**config.mk**
```make
export PLATFORM = sky130hd
export DESIGN_NAME = sfw_wr_master
export DESIGN_NICKNAME = d
export VERILOG_FILES = /design/src/rtl/sfw_pkg.sv /design/src/rtl/sfw_count.sv /design/src/rtl/sfw_seq.sv /design/src/rtl/sfw_bus.sv /design/src/rtl/sfw_wr_master.sv
export SDC_FILE = /design/constraint.sdc
export NUM_CORES = 1
export LEC_CHECK = 0
export CORE_MARGIN = 4
export CORE_UTILIZATION = 41
export DETAILED_ROUTE_END_ITERATION = 7
export PLACE_DENSITY = 0.73
export SLEW_MARGIN = 20
export SYNTH_ARGS = -nofsm -noshare
export SYNTH_HDL_FRONTEND = slang
export SYNTH_HIERARCHICAL = 1
export SYNTH_SLANG_ARGS = --single-unit
```
**constraint.sdc**
```tcl
create_clock -name clk -period 2.3 [get_ports clk]
set_clock_uncertainty 0.15 [all_clocks]
set_input_delay 0.345 -clock clk [delete_from_list [all_inputs] [get_ports clk]]
set_output_delay 0.345 -clock clk [all_outputs]
set_load 0.05 [all_outputs]
```
**src/rtl/sfw_pkg.sv**
```systemverilog
// Package sfw_pkg
// Shared types for the slave FIFO write sequencer.
// Assumes nothing beyond the encodings below being private to the block.
package sfw_pkg;

    // Sequencer phases, in the order a command normally walks through them.
    typedef enum logic [2:0] {
        ST_IDLE  = 3'd0,  // waiting for a command
        ST_ASET  = 3'd1,  // address and chip select out, no data yet
        ST_FETCH = 3'd2,  // payload ran dry, waiting for the next byte
        ST_DSET  = 3'd3,  // byte on the bus, strobe held off for setup
        ST_WRITE = 3'd4,  // strobe armed, one byte per unblocked edge
        ST_PEND  = 3'd5,  // packet-end without data
        ST_DONE  = 3'd6   // strobes released, completion pulse
    } sfw_state_e;

endpackage

```
**src/rtl/sfw_count.sv**
```systemverilog
// Module sfw_count
// Tracks the bytes still to be written for the current command and the
// address setup cycles spent so far.
// Assumes ADDR_GAP >= 1 and that dec is only raised while bytes remain.
module sfw_count #(
    parameter int CW       = 8,
    parameter int ADDR_GAP = 1
) (
    input  logic          clk,
    input  logic          rst_n,
    input  logic          load,
    input  logic [CW-1:0] load_val,
    input  logic          dec,
    input  logic          gap_step,
    output logic          cnt_zero,
    output logic          cnt_last,
    output logic          gap_done
);

    localparam int GW = $clog2(ADDR_GAP) + 1;
    localparam logic [GW-1:0] GAP_END = GW'(ADDR_GAP - 1);

    logic [CW-1:0] remain_q;
    logic [GW-1:0] gap_q;

    // Bytes left: loaded at command take, counted down per accepted write.
    always_ff @(posedge clk) begin
        if (!rst_n) begin
            remain_q <= '0;
        end else if (load) begin
            remain_q <= load_val;
        end else if (dec) begin
            remain_q <= remain_q - 1'b1;
        end
    end

    // Address setup cycles: cleared per command, advanced while not yet met.
    always_ff @(posedge clk) begin
        if (!rst_n) begin
            gap_q <= '0;
        end else if (load) begin
            gap_q <= '0;
        end else if (gap_step && (gap_q != GAP_END)) begin
            gap_q <= gap_q + 1'b1;
        end
    end

    assign cnt_zero = (remain_q == '0);
    assign cnt_last = (remain_q == CW'(1));
    assign gap_done = (gap_q == GAP_END);

    AST_NO_UNDERFLOW: assert property (@(posedge clk) disable iff (!rst_n)
        dec |-> !cnt_zero);

endmodule

```
**src/rtl/sfw_seq.sv**
```systemverilog
// Module sfw_seq
// Phase sequencer: takes commands, paces address setup, data setup and the
// burst, reacts to the full flag and an empty payload stream, and finishes
// with an optional packet-end and a completion pulse.
// Assumes the counter flags describe the command currently in flight.
module sfw_seq
    import sfw_pkg::*;
(
    input  logic clk,
    input  logic rst_n,
    input  logic cmd_valid,
    input  logic pl_valid,
    input  logic fifo_full,
    input  logic commit_q,
    input  logic cnt_zero,
    input  logic cnt_last,
    input  logic gap_done,
    output logic cmd_ready,
    output logic pl_ready,
    output logic take_cmd,
    output logic load_byte,
    output logic byte_acc,
    output logic gap_step,
    output logic cs_on,
    output logic wr_arm,
    output logic pe_only,
    output logic done
);

    sfw_state_e state_q, state_d;

    // Phase register.
    always_ff @(posedge clk) begin
        if (!rst_n) begin
            state_q <= ST_IDLE;
        end else begin
            state_q <= state_d;
        end
    end

    // Next phase and the handshakes that go with each phase.
    always_comb begin
        state_d   = state_q;
        cmd_ready = 1'b0;
        pl_ready  = 1'b0;
        take_cmd  = 1'b0;
        load_byte = 1'b0;
        byte_acc  = 1'b0;
        gap_step  = 1'b0;
        case (state_q)
            ST_IDLE: begin
                cmd_ready = 1'b1;
                if (cmd_valid) begin
                    take_cmd = 1'b1;
                    state_d  = ST_ASET;
                end
            end
            ST_ASET: begin
                if (!gap_done) begin
                    gap_step = 1'b1;
                end else if (cnt_zero) begin
                    state_d = commit_q ? ST_PEND : ST_DONE;
                end else begin
                    pl_ready = 1'b1;
                    if (pl_valid) begin
                        load_byte = 1'b1;
                        state_d   = ST_DSET;
                    end
                end
            end
            ST_FETCH: begin
                pl_ready = 1'b1;
                if (pl_valid) begin
                    load_byte = 1'b1;
                    state_d   = ST_DSET;
                end
            end
            ST_DSET: begin
                state_d = ST_WRITE;
            end
            ST_WRITE: begin
                if (!fifo_full) begin
                    byte_acc = 1'b1;
                    if (cnt_last) begin
                        state_d = ST_DONE;
                    end else begin
                        pl_ready = 1'b1;
                        if (pl_valid) begin
                            load_byte = 1'b1;
                        end else begin
                            state_d = ST_FETCH;
                        end
                    end
                end
            end
            ST_PEND: begin
                state_d = ST_DONE;
            end
            ST_DONE: begin
                state_d = ST_IDLE;
            end
            default: begin
                state_d = ST_IDLE;
            end
        endcase
    end

    assign cs_on   = (state_q == ST_ASET) || (state_q == ST_FETCH) ||
                     (state_q == ST_DSET) || (state_q == ST_WRITE) ||
                     (state_q == ST_PEND);
    assign wr_arm  = (state_q == ST_WRITE);
    assign pe_only = (state_q == ST_PEND);
    assign done    = (state_q == ST_DONE);

    AST_TAKE_THEN_SELECT: assert property (@(posedge clk) disable iff (!rst_n)
        (cmd_valid && cmd_ready) |=> cs_on);
    AST_DONE_ONE_CYCLE: assert property (@(posedge clk) disable iff (!rst_n)
        done |=> (!done && cmd_ready));
    AST_DONE_QUIET: assert property (@(posedge clk) disable iff (!rst_n)
        done |-> (!cs_on && !wr_arm && !pe_only));
    AST_BUSY_BLOCKS_CMD: assert property (@(posedge clk) disable iff (!rst_n)
        cs_on |-> !cmd_ready);

endmodule

```
**src/rtl/sfw_bus.sv**
```systemverilog
// Module sfw_bus
// Port-side registers and strobe gating: holds the command address and commit
// flag, the byte on the data bus, and blocks the strobes while the FIFO is full.
// Assumes the sequencer raises load_byte only when a byte is handed over.
module sfw_bus #(
    parameter int AW = 2,
    parameter int DW = 8
) (
    input  logic          clk,
    input  logic          rst_n,
    input  logic          take_cmd,
    input  logic [AW-1:0] cmd_addr,
    input  logic          cmd_commit,
    input  logic          load_byte,
    input  logic [DW-1:0] pl_data,
    input  logic          fifo_full,
    input  logic          cs_on,
    input  logic          wr_arm,
    input  logic          pe_only,
    input  logic          cnt_last,
    output logic          commit_q,
    output logic [AW-1:0] fifo_addr,
    output logic          fifo_cs,
    output logic [DW-1:0] fifo_data,
    output logic          fifo_wr,
    output logic          fifo_pktend
);

    logic [AW-1:0] addr_q;
    logic [DW-1:0] data_q;

    // Command address and commit flag: held until the next command.
    always_ff @(posedge clk) begin
        if (!rst_n) begin
            addr_q   <= '0;
            commit_q <= 1'b0;
        end else if (take_cmd) begin
            addr_q   <= cmd_addr;
            commit_q <= cmd_commit;
        end
    end

    // Data bus register: changes only when a new byte is handed over.
    always_ff @(posedge clk) begin
        if (!rst_n) begin
            data_q <= '0;
        end else if (load_byte) begin
            data_q <= pl_data;
        end
    end

    assign fifo_addr   = addr_q;
    assign fifo_cs     = cs_on;
    assign fifo_data   = data_q;
    assign fifo_wr     = wr_arm && !fifo_full;
    assign fifo_pktend = pe_only || (wr_arm && cnt_last && commit_q && !fifo_full);

    AST_NO_WR_ON_FULL: assert property (@(posedge clk) disable iff (!rst_n)
        fifo_full |-> !fifo_wr);
    AST_WR_UNDER_CS: assert property (@(posedge clk) disable iff (!rst_n)
        (fifo_wr || fifo_pktend) |-> fifo_cs);
    AST_ADDR_HELD: assert property (@(posedge clk) disable iff (!rst_n)
        (fifo_cs && $past(fifo_cs)) |-> $stable(fifo_addr));
    AST_DATA_BEFORE_WR: assert property (@(posedge clk) disable iff (!rst_n)
        $rose(fifo_wr) |-> $stable(fifo_data));
    AST_FIRST_SELECT_QUIET: assert property (@(posedge clk) disable iff (!rst_n)
        $rose(fifo_cs) |-> (!fifo_wr && !fifo_pktend));

endmodule

```
**src/rtl/sfw_wr_master.sv**
```systemverilog
// Module sfw_wr_master
// Top of the slave FIFO write sequencer. Joins the phase sequencer, the
// byte and setup counters and the port-side registers.
// Assumes a synchronous FIFO port on clk with active-high strobes, and setup
// times expressed as whole cycles (ADDR_GAP cycles of address before data).
module sfw_wr_master #(
    parameter int AW       = 2,
    parameter int DW       = 8,
    parameter int CW       = 8,
    parameter int ADDR_GAP = 1
) (
    input  logic          clk,
    input  logic          rst_n,
    input  logic          cmd_valid,
    output logic          cmd_ready,
    input  logic [AW-1:0] cmd_addr,
    input  logic [CW-1:0] cmd_count,
    input  logic          cmd_commit,
    input  logic          pl_valid,
    output logic          pl_ready,
    input  logic [DW-1:0] pl_data,
    input  logic          fifo_full,
    output logic [AW-1:0] fifo_addr,
    output logic          fifo_cs,
    output logic [DW-1:0] fifo_data,
    output logic          fifo_wr,
    output logic          fifo_pktend,
    output logic          done
);

    logic take_cmd, load_byte, byte_acc, gap_step;
    logic cnt_zero, cnt_last, gap_done;
    logic cs_on, wr_arm, pe_only, commit_q;

    sfw_seq u_seq (
        .clk       (clk),
        .rst_n     (rst_n),
        .cmd_valid (cmd_valid),
        .pl_valid  (pl_valid),
        .fifo_full (fifo_full),
        .commit_q  (commit_q),
        .cnt_zero  (cnt_zero),
        .cnt_last  (cnt_last),
        .gap_done  (gap_done),
        .cmd_ready (cmd_ready),
        .pl_ready  (pl_ready),
        .take_cmd  (take_cmd),
        .load_byte (load_byte),
        .byte_acc  (byte_acc),
        .gap_step  (gap_step),
        .cs_on     (cs_on),
        .wr_arm    (wr_arm),
        .pe_only   (pe_only),
        .done      (done)
    );

    sfw_count #(
        .CW       (CW),
        .ADDR_GAP (ADDR_GAP)
    ) u_count (
        .clk      (clk),
        .rst_n    (rst_n),
        .load     (take_cmd),
        .load_val (cmd_count),
        .dec      (byte_acc),
        .gap_step (gap_step),
        .cnt_zero (cnt_zero),
        .cnt_last (cnt_last),
        .gap_done (gap_done)
    );

    sfw_bus #(
        .AW (AW),
        .DW (DW)
    ) u_bus (
        .clk         (clk),
        .rst_n       (rst_n),
        .take_cmd    (take_cmd),
        .cmd_addr    (cmd_addr),
        .cmd_commit  (cmd_commit),
        .load_byte   (load_byte),
        .pl_data     (pl_data),
        .fifo_full   (fifo_full),
        .cs_on       (cs_on),
        .wr_arm      (wr_arm),
        .pe_only     (pe_only),
        .cnt_last    (cnt_last),
        .commit_q    (commit_q),
        .fifo_addr   (fifo_addr),
        .fifo_cs     (fifo_cs),
        .fifo_data   (fifo_data),
        .fifo_wr     (fifo_wr),
        .fifo_pktend (fifo_pktend)
    );

    AST_PKTEND_WITH_LAST: assert property (@(posedge clk) disable iff (!rst_n)
        (fifo_pktend && fifo_wr) |-> cnt_last);

endmodule

```
# After elaboration in Yosys (flattened, before gate mapping)
# Index checks and enable logic that the tools add are counted.
# classes
addsub	2
eq_ne	11
n_mux	29
bitwise	1
reduce_logical	16
# ops
operator	count
$mux 3	7
$pmux 3 s6	1
$mux 1	16
$mux 8	2
$eq 3x3->1 const B	3
$eq 8x1->1 const B	1
$logic_not 8->1	1
$sub 8x1->8 const B	1
$eq 3x2->1 const B	2
$ne 2x2->1 const B	3
$pmux 1 s3	2
$logic_and 1x1->1	5
$logic_or 1x1->1	5
$reduce_and 4->1	1
$eq 3x1->1 const B	1
$logic_not 3->1	1
$ne 3x3->1 const B	1
$mux 2	1
$reduce_bool 2->1	1
$reduce_or 2->1	1
$add 1x1->1 const B	1
$logic_not 1->1	1
$not 1->1	1
# totals
reg_bits	23
output_inout_bits	16
wordCells	65

# Longest topological paths before layout
# Gate-level depths: netlist (run 1).
# logic_depth
ltp_word	5
mapped_depth	10
mapped_depth_nobuf	9

# By module
# The synthesis (run 1) kept the hierarchy.
# by_module_without_submodules
mod	n_inst	cells_each	area_each_um2
sfw_count	1	61	521.8
sfw_bus	1	38	436.7
sfw_seq	1	43	320.3

# Worst setup path after synthesis (run 1)
# Ideal clock, no wire load.
# synth_path
kind	register to register
from	register u_seq.state_q[2]
to	register u_count.remain_q[4]
setup_ps	129
arrival_ps	2680
t_required_ps	2021
setup_slack_ps	-658
stages_incl_launch_ff	8
n_path_buf	2
cell_sequence	dfxtp_1 buf_2 nor3_1 and2_1 clkbuf_1 inv_1 o21ai_0 a31oi_1
# synth_via
elab_chain_cells	3
# synth_rtl
element	line_no	source
from (decl)	sfw_seq.sv:30	sfw_state_e state_q, state_d;
from (signal assigned)	sfw_seq.sv:37	state_q <= state_d;
$logic_not 3->1 (*)	sfw_seq.sv:50	case (state_q)
$mux 1 (*)	sfw_seq.sv:50	
named net take_cmd	sfw_wr_master.sv:31	logic take_cmd, load_byte, byte_acc, gap_step;
$mux 8 / $reduce_bool 2->1 (equally long branches)	-	
to (signal assigned)	sfw_count.sv:31	remain_q <= load_val;
to (signal assigned)	sfw_count.sv:33	remain_q <= remain_q - 1'b1;
to (decl)	sfw_count.sv:23	logic [CW-1:0] remain_q;
# The timed path passes the listed nets; every way through them passes the cells marked *.
# A chain may end at the register's enable or synchronous reset.

# Worst setup path after layout (run 1)
# layout_path
from	register u_count.remain_q[5]
to	output port pl_ready
# layout_via
elab_chain_cells	4
# layout_rtl
element	line_no	source
$logic_not 8->1	sfw_count.sv:48	assign cnt_zero = (remain_q == '0);
named net cnt_zero	sfw_wr_master.sv:32	logic cnt_zero, cnt_last, gap_done;
$mux 1	sfw_seq.sv:61	end else if (cnt_zero) begin
$mux 1	sfw_seq.sv:59	if (!gap_done) begin
$pmux 1 s3	sfw_seq.sv:50	
to (decl)	sfw_wr_master.sv:20	output logic pl_ready,
# The timed path passes the listed nets, and every way through them passes these cells.

==> summary.txt, run 1 <==
Power
  • P_int: roughly 0.001 W
  • Switch share: 0.433
  • Psw: 0.000748 W
  • Sequential Power Share: 0.310
  • Leak: around 0.71 nW
  • Combinational power share: 0.582
  • Pwr Density: approximately 920 mW/mm2
  • Clock power share: 0.108
  • Total power: around 0.0017 W
  • Maximum vdd drop: around 0.35 mV

Outcome
  • Failing checks: setup timing
  • Status: finished with violations

Floorplanning
  • Core Area: approximately 0.0030 mm2
  • Placement Rows: 20
  • Initial core utilization: 0.422
  • Die height: 63.8 um
  • Die area: 0.00408 mm2
  • Die width: between 60 and 70 um
  • # IOs: 40

Logic synthesis
  • Main synth FF type: dfxtp_1
  • Ys async rst share: 0
  • Netlist cell types: 43
  • Total nets after synthesis: 169
  • Synth Area in Adders: 0.0294
  • Combinational family with the most area after synthesis: simple AND/OR/NAND/NOR gates
  • Post-Syn Area: about 0.0013 mm2
  • Ys Warns: 6
  • Synth Area in XOR/XNOR: 0.0205
  • Post-synthesis compound-gate area fraction: 0.146
  • #FFs+latches synth: 23
  • Post-synthesis mux area share: 0.102
  • Seq/Total Area, Yosys: 0.360
  • Simple-Gate Fraction of Synth Area: 0.275
  • Post-synth EDFFs: 0
  • Avg Inst Size Synth: about 9 um2
  • Mapped Cells: ~140

Routing
  • Via count: about 1200
  • Via/cell ratio: just over 5
  • Highest signal layer in the routed design: met4
  • WL met3: 173 um
  • Initial DRC Count: 85
  • Routed Antenna Nets: 0
  • DRT Pass-1 Iters: 4
  • DRC Markers: 0
  • DRT met1 WL: 1.34 mm
  • Wire per inst: between 10 and 15 um
  • Met2 WL: approximately 1.7 mm
  • Total wire length: ~3.2 mm

Setup path
  • CP top delay family: simple AND/OR/NAND/NOR gates
  • Worst path bufs/invs: 2
  • Critical path endpoint category: output pin
  • Crit start category: register
  • CP peak stage delay: ~580 ps
  • Worst-path cell chain: or4_4 > nor4b_4 > inv_2 > a31oi_4 > o2bb2ai_4 > buf_6
  • Max FO, Critical Path: 3
  • Kind of critical path: reg2out
  • Crit path required time: around 1800 ps
  • Slowest CP cell: or4_4
  • CP arrival: between 2000 and 2500 ps

Finish
  • Layout cell share with drive strength beyond 1: 0.221
  • Syn-to-layout area delta: 47.1%
  • Leading cell types in the layout, fill and taps excluded: 33 x clkdlybuf4s50_1, 21 x dfxtp_1, 16 x buf_4
  • Layout Cells excl Fill: between 200 and 250
  • Nets: 218
  • N_diodes: 0
  • Commonest non-fill, non-tap cell in the layout: clkdlybuf4s50_1

Timing
  • RSZ-0062 raised after global routing: yes
  • PnR worst setup slack: -200 ps
  • Max Clock Freq: roughly 0.4 GHz
  • Worst-Margin Slew: 501 ps
  • Endpoints failing setup: 2
  • Final hold slack: 382 ps
  • Post-route clock period utilization: 1.09
  • Min Tclk post-route: ~2500 ps
  • Final hold vios: 0
  • Pins Over Slew Limit: 0
  • Relative slew slack: 0.665

Run
  • Max Cap Viol: 0

Global routing
  • First-pass GRT wire length: roughly 5.4 mm
  • Vias in the first global route: approximately 1200
  • Largest net degree at the start of global routing: 22
  • Initial antenna violation count: 0
  • Global route total overflow: 0
  • Total track usage: 0.166

Place
  • HPWL after DPL: between 2 and 2.5 mm
  • Port-buffer cells: 39
  • Final RePlAce weighted congestion: 0.899
  • Dpl cells: roughly 230

Clock network
  • Hold Buf Count CTS: 0
  • Cts bufs inserted: 3
  • H-Tree Level Count: 1
  • Clock slew at reported path FFs: 130 ps
  • Root Buffer: clkbuf_4
  • Later-pin clock latency in the skew report: 310 ps
  • CTS tree: built
  • Clock sink count: 23
  • Max clock buf depth: 2

Worst hold path
  • Hold Path Class: reg2reg
==> tightest hold or removal path, delay by kind of cell (launching register included) <==
| family | cells | cell delay, ps |
|---|---|---|
| AOI/OAI and AO/OA | 2 | 140 |
| DFF | 1 | 360 |
==> flip-flops by register name (all words and copies together) (netlist names) <==
| name | count |
|---|---|
| u_bus/fifo_data | 8 |
| u_seq/state_q | 3 |
| u_bus/commit_q | 1 |
| u_count/gap_q | 1 |
| u_bus/fifo_addr | 2 |
| u_count/remain_q | 8 |
==> logic make-up after synthesis <==
logic type	Yosys count
AND/OR/NAND/NOR	55
adder cells (fa/ha/maj)	3
flip-flops	23
multiplexers	13
AO/OA/AOI/OAI	28
buffers and inverters	17
XOR/XNOR	3
==> synth_stat cells, drive strengths merged, types with 2 or more instances <==
cell type / number / area, um2
nor2: 7 / 33.8
and2: 3 / 18.8
or3: 2 / 12.5
o21ai: 6 / 30.0
nand4: 2 / 12.5
nor2b: 16 / 100
o2bb2ai: 2 / 23.8
xnor2: 2 / 17.5
or4: 3 / 27.5
a31oi: 4 / 25.0
nor4b: 4 / 41.3
nor3: 5 / 25.0
dfxtp: 23 / 460
inv: 9 / 33.8
ha: 3 / 37.5
buf: 6 / 45.0
clkbuf: 2 / 7.51
nand2: 5 / 18.8
mux2i: 13 / 130
a31o: 2 / 17.5
a21oi: 8 / 40.0
==> stage by stage <==
stage          utilization  TNS (ps)  worst slack (ps)  instance area (um2)
2_1_floorplan            -     -1700              -173                 1320
3_3_place_gp         0.592         0              60.1                 1790
3_5_place_dp         0.592     -16.9             -7.23                 1790
4_1_cts              0.618      -281              -181                 1870
5_1_grt              0.621      -560              -278                 1880
6_report             0.621      -337              -200                 1880
==> power groups by stage <==
| stage | Clock (W) | Combinational (W) | Sequential, W |
|---|---|---|---|
| 6_report | 0.000186 | 0.00101 | 0.000536 |
| 3_3_place_gp | 0 | 0.000915 | 0.000536 |
| 5_1_grt | 0.000217 | 0.00107 | 0.000545 |
| 2_1_floorplan | 0 | 0.000592 | 0.000629 |
| 3_5_place_dp | 0 | 0.000928 | 0.000538 |
| 4_1_cts | 0.000195 | 0.00100 | 0.000535 |
==> layout make-up <==
type                            instances  area [um2]
Multi-Input combinational cell        102         800
Tap cell                               44        55.1
Sequential cell                        23         463
Clock buffer                            3        22.5
Timing Repair Buffer                   52         502
Inverter                                9        33.8
Clock inverter                          1        5.00
Fill cell                             268        1150
==> per-layer routing <==
layer  up-vias  GRT usage
met3         4     0.0281
met4         0     0.0863
li1        601          -
met1       565      0.198
met5         -          0
met2        41      0.284
==> final timing paths <==
kind,from,end,slack (ps),cells after the start
worst max-delay path,u_count/remain_q[5]$_SDFFE_PN0P_,pl_ready,-200,6
worst min-delay path,u_count/remain_q[4]$_SDFFE_PN0P_,u_count/remain_q[4]$_SDFFE_PN0P_,380,2
worst max register to register,u_count/remain_q[5]$_SDFFE_PN0P_,u_bus/fifo_data[4]$_SDFFE_PN0P_,80,8
worst min register to register,u_count/remain_q[4]$_SDFFE_PN0P_,u_count/remain_q[4]$_SDFFE_PN0P_,380,2
==> repair_timing <==
item / CTS / global route
pin swaps: 4 / 2
setup endpoints to repair: 10 / 6
gates resized for setup: 6 / 1
gates cloned: 0 / 0
setup buffers: 3 / 1
No activity file was read; power rests on OpenSTA's default activity.
==> run 2: changes to the inputs <==
Settings changed: CORE_UTILIZATION 41 to 46, PLACE_DENSITY 0.73 to 0.83.
Clock period 2.3 ns to 2.8 ns, I/O delays scaled along.
==> summary.txt, run 2 (synthesis results as in run 1) <==
Outcome
  • Status: finished, final reports clean

Global routing
  • M2 GR Usage: 0.290
  • Largest net degree at the start of global routing: 22
  • Most used routing layer in global routing: met2
  • M3 GR Usage: 0.0404
  • Vias in the first global route: between 1000 and 1500
  • GRT met1 Usage: 0.206
  • Global route total overflow: 0
  • Total track usage: 0.172
  • First-pass GRT wire length: about 4.8 mm
  • Initial antenna violation count: 0

Finish
  • Reg area: ~460 um2
  • N_diodes: 0
  • Fillers: 216
  • Leading cell types in the layout, fill and taps excluded: 36 x clkdlybuf4s50_1, 23 x dfxtp_1, 16 x nor2b_1
  • Commonest non-fill, non-tap cell in the layout: clkdlybuf4s50_1
  • Area of the multi-input gates: approximately 770 um2
  • Syn-to-layout area delta: 36.9%
  • Layout cell share with drive strength beyond 1: 0.128
  • Nets: 208

Setup path
  • Crit start category: register
  • CP peak stage delay: approximately 580 ps
  • Reg-to-reg slack, setup: ~270 ps
  • Max FO, Critical Path: 5
  • Slowest CP cell: or4_4
  • Worst-path cell chain: or4_4 > nor4b_4 > inv_1 > a31oi_2 > o2bb2ai_2 > buf_4
  • CP top delay family: simple AND/OR/NAND/NOR gates
  • Critical path endpoint category: output pin
  • Kind of critical path: reg2out
  • Worst path bufs/invs: 2
  • CP arrival: roughly 2100 ps
  • Crit path required time: 2230 ps

Routing
  • Via/cell ratio: approximately 5.6
  • Wire per inst: around 15 um
  • DRT Pass-1 Iters: 4
  • DRC Markers: 0
  • Initial DRC Count: 32
  • Via count: between 1000 and 1500
  • Total wire length: around 3.2 mm
  • Routed Antenna Nets: 0

Power
  • Pwr Density: roughly 770 mW/mm2
  • Maximum vdd drop: about 0.61 mV
  • Total power: between 0.001 and 0.0015 W
  • Leak: 0.647 nW

Timing
  • Worst-Margin Slew: around 590 ps
  • Relative slew slack: 0.606
  • Pins Over Slew Limit: 0
  • Final hold vios: 0
  • Endpoints failing setup: 0
  • Post-route clock period utilization: 0.966
  • Final hold slack: 383 ps
  • Min Tclk post-route: 2710 ps
  • Max Clock Freq: roughly 0.37 GHz

Floorplanning
  • Die width: approximately 61 um
  • Die area: ~0.0037 mm2
  • # IOs: 40
  • Placement Rows: 18
  • Die height: about 61 um
  • Initial core utilization: 0.498
  • Core Area: 0.00257 mm2

Place
  • Port-buffer cells: 39
  • HPWL after DPL: approximately 2.3 mm
  • Final RePlAce weighted congestion: ~0.84

Clock network
  • Max clock buf depth: 2
  • Clock sink count: 23
  • Root Buffer: clkbuf_4
  • Later-pin clock latency in the skew report: between 300 and 400 ps
  • CTS tree: built
  • Cts bufs inserted: 3
  • Hold Buf Count CTS: 0
  • H-Tree Level Count: 1
  • Clock slew at reported path FFs: about 130 ps

Run
  • Max Cap Viol: 0

Worst hold path
  • Hold Path Class: reg2reg
==> run 2: final timing paths <==
kind | startpoint | endpoint | cells past startpoint
hold reg to reg | u_bus/fifo_data[4]$_SDFFE_PN0P_ | u_bus/fifo_data[4]$_SDFFE_PN0P_ | 2
setup reg to reg | u_count/remain_q[3]$_SDFFE_PN0P_ | u_bus/fifo_data[0]$_SDFFE_PN0P_ | 8
hold / removal | u_bus/fifo_data[4]$_SDFFE_PN0P_ | u_bus/fifo_data[4]$_SDFFE_PN0P_ | 2
setup / recovery | u_count/remain_q[3]$_SDFFE_PN0P_ | pl_ready | 6
==> run 2: cell type report <==
cell class | instances | share of cell area
inverters | 9 | 0.0193
clock inverters | 1 | 0.00286
multi-input cells | 102 | 0.442
well taps | 30 | 0.0214
flip-flops and latches | 23 | 0.263
repair buffers | 42 | 0.239
clock buffers | 3 | 0.0129
==> run 2: worst register-to-register path, delay by kind of cell, from the launching register on <==
family,cells,cell delay (ps)
compound gates,2,260
simple gates,4,1380
mux,1,170
flops,1,380
buf+inv,1,120
==> run 2: through the flow <==
stage | setup slack (ps) | util | cell area [um2] | TNS [ps] | std cells
floorplan | 154 | - | 1280 | 0 | 142
global placement | 166 | 0.654 | 1680 | 0 | 205
detailed placement | 159 | 0.654 | 1680 | 0 | 205
CTS | 37.1 | 0.670 | 1720 | 0 | 209
global route | -7.63 | 0.682 | 1750 | -7.63 | 210
finish | 94.8 | 0.682 | 1750 | 0 | 210
==> run 2: routing by layer <==
layer  up-vias  wire (um)
met4         0         83
met3        10        194
met1       542       1260
met2        38       1620
li1        581          -
met5         -          0
==> run 2: power breakdown <==
| part | switching (W) | total (W) | internal (W) |
|---|---|---|---|
| registers | 0.0000773 | 0.000466 | 0.000389 |
| clock network | 0.000104 | 0.000157 | 0.0000534 |
| logic | 0.000417 | 0.000725 | 0.000308 |
==> run 2: what timing repair did <==
item / CTS / global route
endpoints found under the setup margin: 2 / 1
resized for setup: 2 / 3
pin swaps: 0 / 1
buffers inserted: 0 / 1
